<file path="config.mk">
export PLATFORM = sky130hd
export DESIGN_NAME = tsi_switch
export DESIGN_NICKNAME = d
export VERILOG_FILES = /design/src/rtl/tsi_pkg.sv /design/src/rtl/tsi_timing.sv /design/src/rtl/tsi_deser.sv /design/src/rtl/tsi_dmem.sv /design/src/rtl/tsi_cmem.sv /design/src/rtl/tsi_ser.sv /design/src/rtl/tsi_switch.sv
export SDC_FILE = /design/constraint.sdc
export NUM_CORES = 2
export LEC_CHECK = 0
export BUFFER_PORTS_ARGS = -buffer_cell sky130_fd_sc_hd__clkbuf_2
export CORE_UTILIZATION = 25
export CTS_BUF_LIST = sky130_fd_sc_hd__clkbuf_4 sky130_fd_sc_hd__clkbuf_8
export CTS_CLUSTER_SIZE = 8
export DETAILED_ROUTE_END_ITERATION = 10
export MAX_ROUTING_LAYER = met4
export REMOVE_ABC_BUFFERS = 1
export SKIP_LAST_GASP = 1
export SYNTH_ARGS = -nofsm -noshare
export SYNTH_HDL_FRONTEND = slang
export SYNTH_SLANG_ARGS = --single-unit
</file>
<file path="constraint.sdc">
create_clock -name clk_i -period 2.94 [get_ports clk_i]
set_input_delay 0.294 -clock clk_i [delete_from_list [all_inputs] [get_ports clk_i]]
set_output_delay 0.294 -clock clk_i [all_outputs]
set_load 0.01 [all_outputs]
</file>
<file path="src/rtl/tsi_pkg.sv">
package tsi_pkg;
  localparam int unsigned NUM_FBUF = 3;
  typedef logic [1:0] fbuf_t;

  function automatic fbuf_t fbuf_next(input fbuf_t b);
    return (b == 2'd2) ? 2'd0 : b + 2'd1;
  endfunction
endpackage

</file>
<file path="src/rtl/tsi_timing.sv">
module tsi_timing
  import tsi_pkg::*;
#(
  parameter int unsigned CHANS = 8,
  parameter int unsigned BITS  = 8,
  localparam int unsigned CW = $clog2(CHANS),
  localparam int unsigned BW = $clog2(BITS)
) (
  input  logic          clk_i,
  input  logic          rst_ni,
  input  logic          fp_i,
  output logic [BW-1:0] bit_o,
  output logic [CW-1:0] chan_o,
  output logic [CW-1:0] nxt_chan_o,
  output fbuf_t         wr_buf_o,
  output fbuf_t         rd_buf_o,
  output logic          last_bit_o,
  output logic          load_o,
  output logic          frame_evt_o
);
  logic last_chan;

  assign last_bit_o  = bit_o == BW'(BITS - 1);
  assign last_chan   = chan_o == CW'(CHANS - 1);
  assign frame_evt_o = fp_i | (last_bit_o & last_chan);
  assign load_o      = fp_i | last_bit_o;
  assign nxt_chan_o  = frame_evt_o ? '0 : chan_o + 1'b1;
  // buffer read for the channel about to start: two frames behind its writer
  assign rd_buf_o    = frame_evt_o ? fbuf_next(fbuf_next(wr_buf_o)) : fbuf_next(wr_buf_o);

  always_ff @(posedge clk_i or negedge rst_ni) begin
    if (!rst_ni) begin
      bit_o    <= BW'(BITS - 1);
      chan_o   <= CW'(CHANS - 1);
      wr_buf_o <= '0;
    end else if (load_o) begin
      bit_o  <= '0;
      chan_o <= nxt_chan_o;
      if (frame_evt_o) wr_buf_o <= fbuf_next(wr_buf_o);
    end else begin
      bit_o <= bit_o + 1'b1;
    end
  end
endmodule

</file>
<file path="src/rtl/tsi_deser.sv">
module tsi_deser #(
  parameter int unsigned STREAMS = 4,
  parameter int unsigned BITS    = 8
) (
  input  logic                           clk_i,
  input  logic                           rst_ni,
  input  logic [STREAMS-1:0]             sin_i,
  output logic [STREAMS-1:0][BITS-1:0]   word_o
);
  logic [STREAMS-1:0][BITS-1:0] sh_q;

  for (genvar s = 0; s < STREAMS; s++) begin : g_lane
    always_ff @(posedge clk_i or negedge rst_ni) begin
      if (!rst_ni) sh_q[s] <= '0;
      else         sh_q[s] <= {sh_q[s][BITS-2:0], sin_i[s]};
    end
    // completed byte visible during the last bit cycle
    assign word_o[s] = {sh_q[s][BITS-2:0], sin_i[s]};
  end
endmodule

</file>
<file path="src/rtl/tsi_dmem.sv">
module tsi_dmem
  import tsi_pkg::*;
#(
  parameter int unsigned STREAMS = 4,
  parameter int unsigned CHANS   = 8,
  parameter int unsigned BITS    = 8,
  localparam int unsigned SW    = $clog2(STREAMS),
  localparam int unsigned CW    = $clog2(CHANS),
  localparam int unsigned DEPTH = NUM_FBUF * STREAMS * CHANS,
  localparam int unsigned AW    = $clog2(DEPTH)
) (
  input  logic                         clk_i,
  input  logic                         we_i,
  input  fbuf_t                        wr_buf_i,
  input  logic [CW-1:0]                wr_chan_i,
  input  logic [STREAMS-1:0][BITS-1:0] wdata_i,
  input  fbuf_t                        rd_buf_i,
  input  logic [STREAMS-1:0][SW-1:0]   rd_stream_i,
  input  logic [STREAMS-1:0][CW-1:0]   rd_chan_i,
  output logic [STREAMS-1:0][BITS-1:0] rdata_o
);
  logic [BITS-1:0] mem [DEPTH];

  function automatic logic [AW-1:0] slot(input fbuf_t b, input int unsigned s, input int unsigned c);
    return AW'((int'(b) * STREAMS + s) * CHANS + c);
  endfunction

  always_ff @(posedge clk_i) begin
    if (we_i) begin
      for (int s = 0; s < STREAMS; s++) mem[slot(wr_buf_i, s, wr_chan_i)] <= wdata_i[s];
    end
  end

  for (genvar s = 0; s < STREAMS; s++) begin : g_rd
    assign rdata_o[s] = mem[slot(rd_buf_i, rd_stream_i[s], rd_chan_i[s])];
  end
endmodule

</file>
<file path="src/rtl/tsi_cmem.sv">
module tsi_cmem #(
  parameter int unsigned STREAMS = 4,
  parameter int unsigned CHANS   = 8,
  localparam int unsigned SW = $clog2(STREAMS),
  localparam int unsigned CW = $clog2(CHANS),
  localparam int unsigned N  = STREAMS * CHANS
) (
  input  logic                       clk_i,
  input  logic                       rst_ni,
  input  logic                       we_i,
  input  logic [SW-1:0]              wr_ostream_i,
  input  logic [CW-1:0]              wr_ochan_i,
  input  logic                       wr_en_i,
  input  logic [SW-1:0]              wr_sstream_i,
  input  logic [CW-1:0]              wr_schan_i,
  input  logic                       load_i,
  input  logic [CW-1:0]              nxt_chan_i,
  output logic [STREAMS-1:0]         q_en_o,
  output logic [STREAMS-1:0][SW-1:0] q_sstream_o,
  output logic [STREAMS-1:0][CW-1:0] q_schan_o
);
  logic [N-1:0]         en_m;
  logic [SW-1:0]        ss_m [N];
  logic [CW-1:0]        sc_m [N];
  logic [CW-1:0]        pre_chan;

  // fetch one channel beyond the one being loaded now
  assign pre_chan = (nxt_chan_i == CW'(CHANS - 1)) ? '0 : nxt_chan_i + 1'b1;

  always_ff @(posedge clk_i or negedge rst_ni) begin
    if (!rst_ni) begin
      en_m <= '0;
      for (int i = 0; i < N; i++) begin
        ss_m[i] <= '0;
        sc_m[i] <= '0;
      end
    end else if (we_i) begin
      en_m[int'(wr_ostream_i) * CHANS + int'(wr_ochan_i)] <= wr_en_i;
      ss_m[int'(wr_ostream_i) * CHANS + int'(wr_ochan_i)] <= wr_sstream_i;
      sc_m[int'(wr_ostream_i) * CHANS + int'(wr_ochan_i)] <= wr_schan_i;
    end
  end

  for (genvar s = 0; s < STREAMS; s++) begin : g_pf
    always_ff @(posedge clk_i or negedge rst_ni) begin
      if (!rst_ni) begin
        q_en_o[s]      <= 1'b0;
        q_sstream_o[s] <= '0;
        q_schan_o[s]   <= '0;
      end else if (load_i) begin
        q_en_o[s]      <= en_m[s * CHANS + int'(pre_chan)];
        q_sstream_o[s] <= ss_m[s * CHANS + int'(pre_chan)];
        q_schan_o[s]   <= sc_m[s * CHANS + int'(pre_chan)];
      end
    end
  end
endmodule

</file>
<file path="src/rtl/tsi_ser.sv">
module tsi_ser #(
  parameter int unsigned STREAMS = 4,
  parameter int unsigned BITS    = 8
) (
  input  logic                         clk_i,
  input  logic                         rst_ni,
  input  logic                         load_i,
  input  logic [STREAMS-1:0]           en_i,
  input  logic [STREAMS-1:0][BITS-1:0] rdata_i,
  output logic [STREAMS-1:0]           sout_o,
  output logic [STREAMS-1:0]           oe_o
);
  logic [STREAMS-1:0][BITS-1:0] sh_q;

  for (genvar s = 0; s < STREAMS; s++) begin : g_lane
    always_ff @(posedge clk_i or negedge rst_ni) begin
      if (!rst_ni) begin
        sh_q[s] <= '0;
        oe_o[s] <= 1'b0;
      end else if (load_i) begin
        sh_q[s] <= en_i[s] ? rdata_i[s] : '0;
        oe_o[s] <= en_i[s];
      end else begin
        sh_q[s] <= {sh_q[s][BITS-2:0], 1'b0};
      end
    end
    assign sout_o[s] = sh_q[s][BITS-1];
  end
endmodule

</file>
<file path="src/rtl/tsi_switch.sv">
module tsi_switch
  import tsi_pkg::*;
#(
  parameter int unsigned STREAMS = 4,
  parameter int unsigned CHANS   = 8,
  parameter int unsigned BITS    = 8,
  localparam int unsigned SW = $clog2(STREAMS),
  localparam int unsigned CW = $clog2(CHANS),
  localparam int unsigned BW = $clog2(BITS)
) (
  input  logic               clk_i,
  input  logic               rst_ni,
  input  logic               fp_i,
  input  logic [STREAMS-1:0] sin_i,
  output logic [STREAMS-1:0] sout_o,
  output logic [STREAMS-1:0] oe_o,
  input  logic               cm_we_i,
  input  logic [SW-1:0]      cm_ostream_i,
  input  logic [CW-1:0]      cm_ochan_i,
  input  logic               cm_en_i,
  input  logic [SW-1:0]      cm_src_stream_i,
  input  logic [CW-1:0]      cm_src_chan_i
);
  logic [BW-1:0]                bit_w;
  logic [CW-1:0]                chan_w, nxt_chan_w;
  fbuf_t                        wr_buf_w, rd_buf_w;
  logic                         last_bit_w, load_w, frame_evt_w;
  logic [STREAMS-1:0][BITS-1:0] in_word_w, rd_word_w;
  logic [STREAMS-1:0]           q_en_w;
  logic [STREAMS-1:0][SW-1:0]   q_ss_w;
  logic [STREAMS-1:0][CW-1:0]   q_sc_w;

  tsi_timing #(.CHANS(CHANS), .BITS(BITS)) u_timing (
    .clk_i, .rst_ni, .fp_i,
    .bit_o(bit_w), .chan_o(chan_w), .nxt_chan_o(nxt_chan_w),
    .wr_buf_o(wr_buf_w), .rd_buf_o(rd_buf_w),
    .last_bit_o(last_bit_w), .load_o(load_w), .frame_evt_o(frame_evt_w)
  );

  tsi_deser #(.STREAMS(STREAMS), .BITS(BITS)) u_deser (
    .clk_i, .rst_ni, .sin_i, .word_o(in_word_w)
  );

  tsi_dmem #(.STREAMS(STREAMS), .CHANS(CHANS), .BITS(BITS)) u_dmem (
    .clk_i,
    .we_i(last_bit_w), .wr_buf_i(wr_buf_w), .wr_chan_i(chan_w), .wdata_i(in_word_w),
    .rd_buf_i(rd_buf_w), .rd_stream_i(q_ss_w), .rd_chan_i(q_sc_w), .rdata_o(rd_word_w)
  );

  tsi_cmem #(.STREAMS(STREAMS), .CHANS(CHANS)) u_cmem (
    .clk_i, .rst_ni,
    .we_i(cm_we_i), .wr_ostream_i(cm_ostream_i), .wr_ochan_i(cm_ochan_i),
    .wr_en_i(cm_en_i), .wr_sstream_i(cm_src_stream_i), .wr_schan_i(cm_src_chan_i),
    .load_i(load_w), .nxt_chan_i(nxt_chan_w),
    .q_en_o(q_en_w), .q_sstream_o(q_ss_w), .q_schan_o(q_sc_w)
  );

  tsi_ser #(.STREAMS(STREAMS), .BITS(BITS)) u_ser (
    .clk_i, .rst_ni, .load_i(load_w), .en_i(q_en_w), .rdata_i(rd_word_w),
    .sout_o, .oe_o
  );
endmodule

</file>
Word level (Yosys, flattened, before mapping)
Memories as Yosys holds them, arrays and structs flattened.
Cells that the tools add are included.
{"block": "word_totals", "out_inout_bits": 8, "n_memories": 1, "mem_bits_rw": 768, "inputBits": 19, "register_bits": 288, "elab_cells": 202}
{"block": "op_classes", "bitwise": 8, "order_cmp": 12, "eq_ne": 5, "n_reduce_logical": 3, "n_mux": 57, "addsub": 24}
{"memory": "u_dmem.mem", "words": 96, "width": 8, "read_ports": 4, "rd_ports_with_merged_regs": 0, "write_ports": 4, "line_no": "tsi_dmem.sv:22", "text": "logic [BITS-1:0] mem [DEPTH];"}
{"cell": "$ge 33x6->1 const B", "count": 5}
{"cell": "$not 32->33", "count": 4}
{"cell": "$lt 32x6->1 const B", "count": 4}
{"cell": "$bwmux 96", "count": 1}
{"cell": "$bwmux 64", "count": 1}
{"cell": "$mux 8", "count": 8}
{"cell": "$bmux 3 s5", "count": 4}
{"cell": "$add 7x3->7", "count": 8}
{"cell": "$bmux 2 s5", "count": 4}
{"cell": "$mux 3", "count": 12}
{"cell": "$lt 33x1->1 const B", "count": 1}
{"cell": "$not 3->33", "count": 1}
{"cell": "$bwmux 32", "count": 1}
{"cell": "$ge 32x1->1 const B", "count": 1}
{"cell": "$mux 2", "count": 12}
{"cell": "$add 4x2->4", "count": 4}
{"cell": "$bmux 1 s5", "count": 3}
{"cell": "$demux 3 s5", "count": 1}
{"cell": "$add 5x3->6 const A", "count": 2}
{"cell": "$demux 2 s5", "count": 1}
{"cell": "$add 3x1->3 const B", "count": 3}
{"cell": "$eq 3x3->1 const B", "count": 3}
{"cell": "$add 4x2->4 const B", "count": 2}
{"cell": "$mux 1", "count": 7}
{"cell": "other kinds (12)", "count": 16}

Depth between registers and ports, before layout
{"block": "logic_depth", "ltp_word": 11, "depth_mapped": 13, "ltp_nobuf": 9}

Modules after synthesis
From an unflattened synthesis, not the netlist that was laid out.
{"block": "hier_totals", "cells_unflattened": 3524, "area_unflattened_um2": 60468.0}
{"mod": "tsi_dmem", "area_each_um2": 48083.6, "instances": 1, "cells_per_inst": 2619, "seq_area_each_um2": 23062.1}
{"mod": "tsi_cmem", "area_each_um2": 9858.2, "instances": 1, "cells_per_inst": 742, "seq_area_each_um2": 5405.2}
{"mod": "tsi_ser", "area_each_um2": 1362.6, "instances": 1, "cells_per_inst": 91, "seq_area_each_um2": 900.9}
{"mod": "tsi_deser", "area_each_um2": 730.7, "instances": 1, "cells_per_inst": 32, "seq_area_each_um2": 700.7}
{"mod": "tsi_timing", "area_each_um2": 432.9, "instances": 1, "cells_per_inst": 40, "seq_area_each_um2": 207.7}

Worst setup path after synthesis
Ideal clock, no wire load.
{"block": "synth_timing", "kind": "register to register", "start": "register u_timing.bit_o[0]", "end": "register u_cmem.q_schan_o[10] (netlist bit)", "setup_time_ns": 0.134, "slack_ns": -0.230, "t_required_ns": 2.806, "stages_incl_launch_ff": 14, "arrival_time_ns": 3.035, "synth_period_minus_slack_ns": 3.170, "n_path_buf": 4, "cell_sequence": "dfstp_2 > ha_1 > ha_1 > buf_2 > a21o_1 > nor2_1 > buf_2 > ha_1 > xor2_1 > clkbuf_1 > buf_2 > mux4_2 > mux2i_1 > o21ai_0"}
{"block": "synth_via", "elab_chain_cells": 11, "word_cells_on_any_way": 13, "cone_classes": "2 x add/sub; 2 x eq/ne; 5 x mux; 4 x bitwise"}
{"element": "start: declaration", "line_no": "tsi_timing.sv:12", "text": "output logic [BW-1:0] bit_o,"}
{"element": "start signal: assignment", "line_no": "tsi_timing.sv:33", "text": "bit_o <= BW'(BITS - 1);"}
{"element": "start signal: assignment", "line_no": "tsi_timing.sv:41", "text": "bit_o <= bit_o + 1'b1;"}
{"element": "$eq 3x3->1 *", "line_no": "tsi_timing.sv:23", "text": "assign last_bit_o = bit_o == BW'(BITS - 1);"}
{"element": "$and 1x1->1 *", "line_no": "tsi_timing.sv:25", "text": "assign frame_evt_o = fp_i | (last_bit_o & last_chan);"}
{"element": "$or 1x1->1 *", "line_no": "tsi_timing.sv:25"}
{"element": "$mux 3 *", "line_no": "tsi_timing.sv:27", "text": "assign nxt_chan_o = frame_evt_o ? '0 : chan_o + 1'b1;"}
{"element": "named net nxt_chan_w[0]", "line_no": "tsi_switch.sv:25", "text": "logic [CW-1:0] chan_w, nxt_chan_w;"}
{"element": "$add 3x1->3 or $eq 3x3->1 (tied branches)", "line_no": "tsi_cmem.sv:28", "text": "assign pre_chan = (nxt_chan_i == CW'(CHANS - 1)) ? '0 : nxt_chan_i + 1'b1;"}
{"element": "$mux 3 *", "line_no": "tsi_cmem.sv:28"}
{"element": "$add 5x3->6 *", "line_no": "tsi_cmem.sv:53", "text": "q_schan_o[s] <= sc_m[s * CHANS + int'(pre_chan)];"}
{"element": "$not 32->33 (implied by the code) *", "line_no": "tsi_cmem.sv:53"}
{"element": "$bmux 3 s5 *", "line_no": "tsi_cmem.sv:53"}
{"element": "$mux 3 (implied by the code) * (2 in series)", "line_no": "tsi_cmem.sv:53"}
{"element": "end signal: indexed assignment", "line_no": "tsi_cmem.sv:53"}
{"element": "end: declaration", "line_no": "tsi_cmem.sv:20", "text": "output logic [STREAMS-1:0][CW-1:0] q_schan_o"}
Mark *: on every way through the listed nets, which the timed path passes. The rest lies on a longest branch. The select of a mux whose other input is x is not followed.
A chain may end at the register's enable or synchronous reset.

Worst setup path in the final report
{"block": "layout_timing", "start": "register u_cmem.q_sstream_o[0] (netlist bit)", "end": "register u_ser.sh_q[1] (netlist bit)"}
{"block": "layout_via", "elab_chain_cells": 5}
{"element": "start: declaration", "line_no": "tsi_cmem.sv:19", "text": "output logic [STREAMS-1:0][SW-1:0] q_sstream_o,"}
{"element": "start signal: indexed assignment", "line_no": "tsi_cmem.sv:52", "text": "q_sstream_o[s] <= ss_m[s * CHANS + int'(pre_chan)];"}
{"element": "$add 4x2->4", "line_no": "tsi_dmem.sv:25", "text": "return AW'((int'(b) * STREAMS + s) * CHANS + c);"}
{"element": "$add 7x3->7", "line_no": "tsi_dmem.sv:25"}
{"element": "$mem_v2 96x8"}
{"element": "$mux 8", "line_no": "tsi_ser.sv:21", "text": "sh_q[s] <= en_i[s] ? rdata_i[s] : '0;"}
{"element": "$mux 8", "line_no": "tsi_ser.sv:20", "text": "end else if (load_i) begin"}
{"element": "end signal: indexed assignment", "line_no": "tsi_ser.sv:21"}
{"element": "end signal: indexed assignment", "line_no": "tsi_ser.sv:24", "text": "sh_q[s] <= {sh_q[s][BITS-2:0], 1'b0};"}
{"element": "end: declaration", "line_no": "tsi_ser.sv:13", "text": "logic [STREAMS-1:0][BITS-1:0] sh_q;"}
Every way passes these cells.

==> run summary <==
The number of remaining DRC errors is 0. The instance count after placement with tap cells included came out at around 6.8k. The wire length of the first global-routing pass is 314400 µm. The worst setup path is launched from a flip-flop. The filler-free cell count of the finished design came out at 7188. The post-CTS clock slew at the launch and capture registers of the worst setup and hold paths came out at 0.06 ns. The die covers 242400 µm². The height of the chip came out at 492.3 µm.

The top-level port count came out at 27. The CTS sink count is 1056. The first detailed-routing pass took 6 iterations.

The area growth from synthesis to layout is 18.63%. The number of failing hold endpoints at the final stage came out at 0. The count of pins over their slew limit came to 0. The data required time at the worst endpoint came out at around 3.8 ns. The flop and latch count out of synthesis came out at 1056.

The per-cell routed wire length came out at 30.76 µm. The count of max-cap constraint violations is 0. With fillers left out, the area of the finished cells amounts to 71300 µm².

The part of the cycle the worst path needs came out at 100.3%. By area, the combinational part of the netlist is dominated by multiplexers. Clock tree synthesis selected as its root buffer the cell clkbuf_8.

The hold slack is roughly 0.12 ns. The compound-gate portion of the synthesized area came out at 5.508%. The average footprint of a synthesized cell is 16.91 µm². The min-delay analysis places its worst path in the category in2reg.

The analysis attributes to cell leakage a power of 23.24 nW. Ranked by total cell area, the synthesized netlist is headed by edfxtp_1, mux4_2, dfrtp_1. The fraction of synthesized cell area in xor and xnor cells is less than 1%. The unique cell type count in the Yosys netlist is 71. The number of clock buffers inserted by TritonCTS is roughly 180. The horizontal die dimension is 492.3 µm. The post-route minimum period came out at 2.948 ns. The maximum clock rate is 339.3 MHz.

The synthesized design spends more area on one cell type than any other, namely edfxtp_1. The share of flip-flops with an asynchronous set or reset came out at 27.27%. The total number of vias came out at 41.28k.

The cell area after synthesis is 60110 µm². The end-of-flow core utilization is between 20 and 30%. The weighted congestion reported at the end of routability-driven placement is 1.000.

The clock passes through at most 3 buffers. The initial core utilization is 25.20%. In the layout the commonest cells are mux4_2, edfxtp_1, buf_4. The clock network latency to the later pin of the worst-skew pair is 0.96 ns. The run finished, with violations left. The area share of and/or/nand/nor cells after synthesis is under 10%. The number of antenna violations at the first check in global routing came out at 6. The number of global-route vias before repair was between 40k and 50k. The number of synthesis warnings came out at 0. Counting every instance in the synthesized netlist gives 3555. Counting flops with a built-in enable in the synthesized netlist gives 768. The final layout net count came out at 3890. The area of placed instances is about 67000 µm². The overall overflow remaining after global route came out at 0. The peak ir drop on the vdd network came out at 0.5507 mV.

Leaving out fill and tap cells, the most frequent cell in the layout is mux4_2. TritonCTS built the clock tree. The final setup violation count came out at 1. The filler cell count in the final layout is 23.32k. The adder and majority gate portion of the synthesized area is less than 1%. Across all setup checks in the final design, the least slack found is -0.007678 ns. The final reports fail on negative setup slack.

The most used flip-flop cell after synthesis is edfxtp_1. The part of the Yosys area used for sequential elements is between 50 and 60%. The max-slew headroom at the worst pin is 8.197%.

The pin slew with the least headroom to its limit came out at 1.372 ns. The number of standard-cell rows in the floorplan is between 150 and 200. The number of port buffers is 26. The share of final-layout standard cells stronger than drive strength 1 is between 40% and 50%. Data on the critical path arrives at its endpoint at 3.82 ns.

The critical path is of the reg2reg type. Summed over all nets, the half-perimeter wirelength after detailed placement is roughly 150000 µm. The largest fanout of any net on the critical path came out at 12. The count of routing violations after the opening detailed-route iteration came out at 5944.

The fraction of synthesized cell area taken by the top area cell type came out at 38.37%. The worst clock skew on the final layout came out at ~0.077 ns. The final-layout setup total negative slack came out at -0.007678 ns.

The power density relative to cell area is between 800 and 900 nW/µm². The H-tree was split into 4 levels. The type of destination of the critical path is a flip-flop. The count of antenna-violating nets left after detailed routing is 0.

Summed over all layers, the routed wires come to between 200000 and 250000 µm. The overall global routing resource usage is 18.49%. Setup repair after global routing could not meet its margin everywhere. The proportion of synthesized area in mux cells is 37.43%. The area of the core is 238500 µm². In the routed layout, each cell is associated on average with a via count of 5.743.

The maximum number of pins on one net before global-route repair is 73.
-- cell usage after synthesis (all sizes together) (6+ instances only) --
library cell and number:
a21oi 45, nor3 15, buf 223, and2 15
o22ai 93, nand2b 10, nor2b 39, o41ai 10
o21ai 53, or4 7, dfrtp 282, o221ai 9
nand4 12, a31oi 14, nand2 142, nor4 15
a22o 26, or3 12, o211ai 17, a2111oi 15
nand3b 17, o2111ai 8, mux2 213, clkbuf 98
a221oi 21, a32o 19, nor2 89, and3 7
nor3b 14, nand3 35, a211oi 26, dfstp 6
edfxtp 768, or3b 9, a22oi 76, mux4 772
mux2i 271
-- registers in the layout, summed over array words and instances (netlist names) --
name,count
u_cmem.q_sstream_o,8
u_cmem.ss_m,64
u_cmem.q_schan_o,12
u_ser.oe_o,4
u_timing.bit_o,3
u_cmem.q_en_o,4
u_dmem.mem,768
u_timing.wr_buf_o,2
u_deser.word_o,28
u_cmem.sc_m,96
u_ser.sh_q,28
u_cmem.en_m,32
u_timing.chan_o,3
u_ser.sout_o,4
-- what timing repair did --
| action | CTS | global route |
|---|---|---|
| hold buffers | 8 | 0 |
| setup endpoints to repair | 35 | 36 |
| gates resized for setup | 15 | 17 |
| pin swaps | 2 | 3 |
| hold endpoints to repair | 418 | 0 |
| gates cloned | 1 | 0 |
| buffers inserted | 10 | 2 |
-- worst max-delay path, stage by stage, from the launching register on --
cell and delay (ns):
dfrtp_2 0.82, clkinv_1 0.23, buf_4 0.20, nand2_1 0.31, o22ai_1 0.13, o41ai_1 0.78
buf_4 0.24, a32o_1 0.16
-- per-stage QoR --
stage	setup WS, ns	total power, mW
after floorplan	-6.455	33.83
after global placement	-0.2932	43.97
after detailed placement	-0.2852	43.96
after CTS	-0.06300	58.10
after global routing	-0.01705	60.19
final	-0.007678	58.55
-- cell type report --
class	count	area, µm²	share of cell area, %
inverters	5	18.77	0.02632
diodes	7	17.52	0.02457
repair buffers	451	4731	6.635
flip-flops and latches	1056	30330	42.54
clock buffers	265	3297	4.624
well taps	3167	3963	5.557
multi-input cells	2173	28510	39.98
clock inverters	64	434.2	0.6089
-- worst paths after layout --
kind	start	slack, ns	cells past startpoint	endpoint
max reg2reg	u_cmem.q_sstream_o[0]	-0.008	7	u_ser.sh_q[1]
min in group asynchronous	rst_ni	0.55	4	u_cmem.ss_m[32]
min reg2reg	u_ser.sh_q[27]	0.48	2	u_ser.sh_q[28]
max	u_cmem.q_sstream_o[0]	-0.008	7	u_ser.sh_q[1]
min	cm_ochan_i[2]	0.12	4	u_cmem.ss_m[6]
max in group asynchronous	rst_ni	2.00	4	u_ser.sh_q[21]
-- report_power, final --
part	switching, mW	total [mW]	internal, mW	leakage (nW)
registers	1.31	18.2	16.9	10.5
clock network	6.54	13.9	7.34	1.99
logic	14.3	26.5	12.2	10.7
-- logic make-up after synthesis --
logic type / after synthesis
muxes: 1256
DFF: 1056
AOI/OAI and AO/OA: 463
and+or+nand+nor: 447
buffers and inverters: 326
adders and majority gates: 5
xor gates and xnor gates: 2
-- routing by layer --
layer	vias up	track usage, %	wire [µm]	part of all wire, %
met2	2987	27.68	100900	46
li1	15920	-	-	-
met3	544	4.892	25810	12
met5	-	-	0	0
met1	21830	23.60	84410	38
met4	0	7.776	9972	4.5
(Power assumes the default switching activity.)
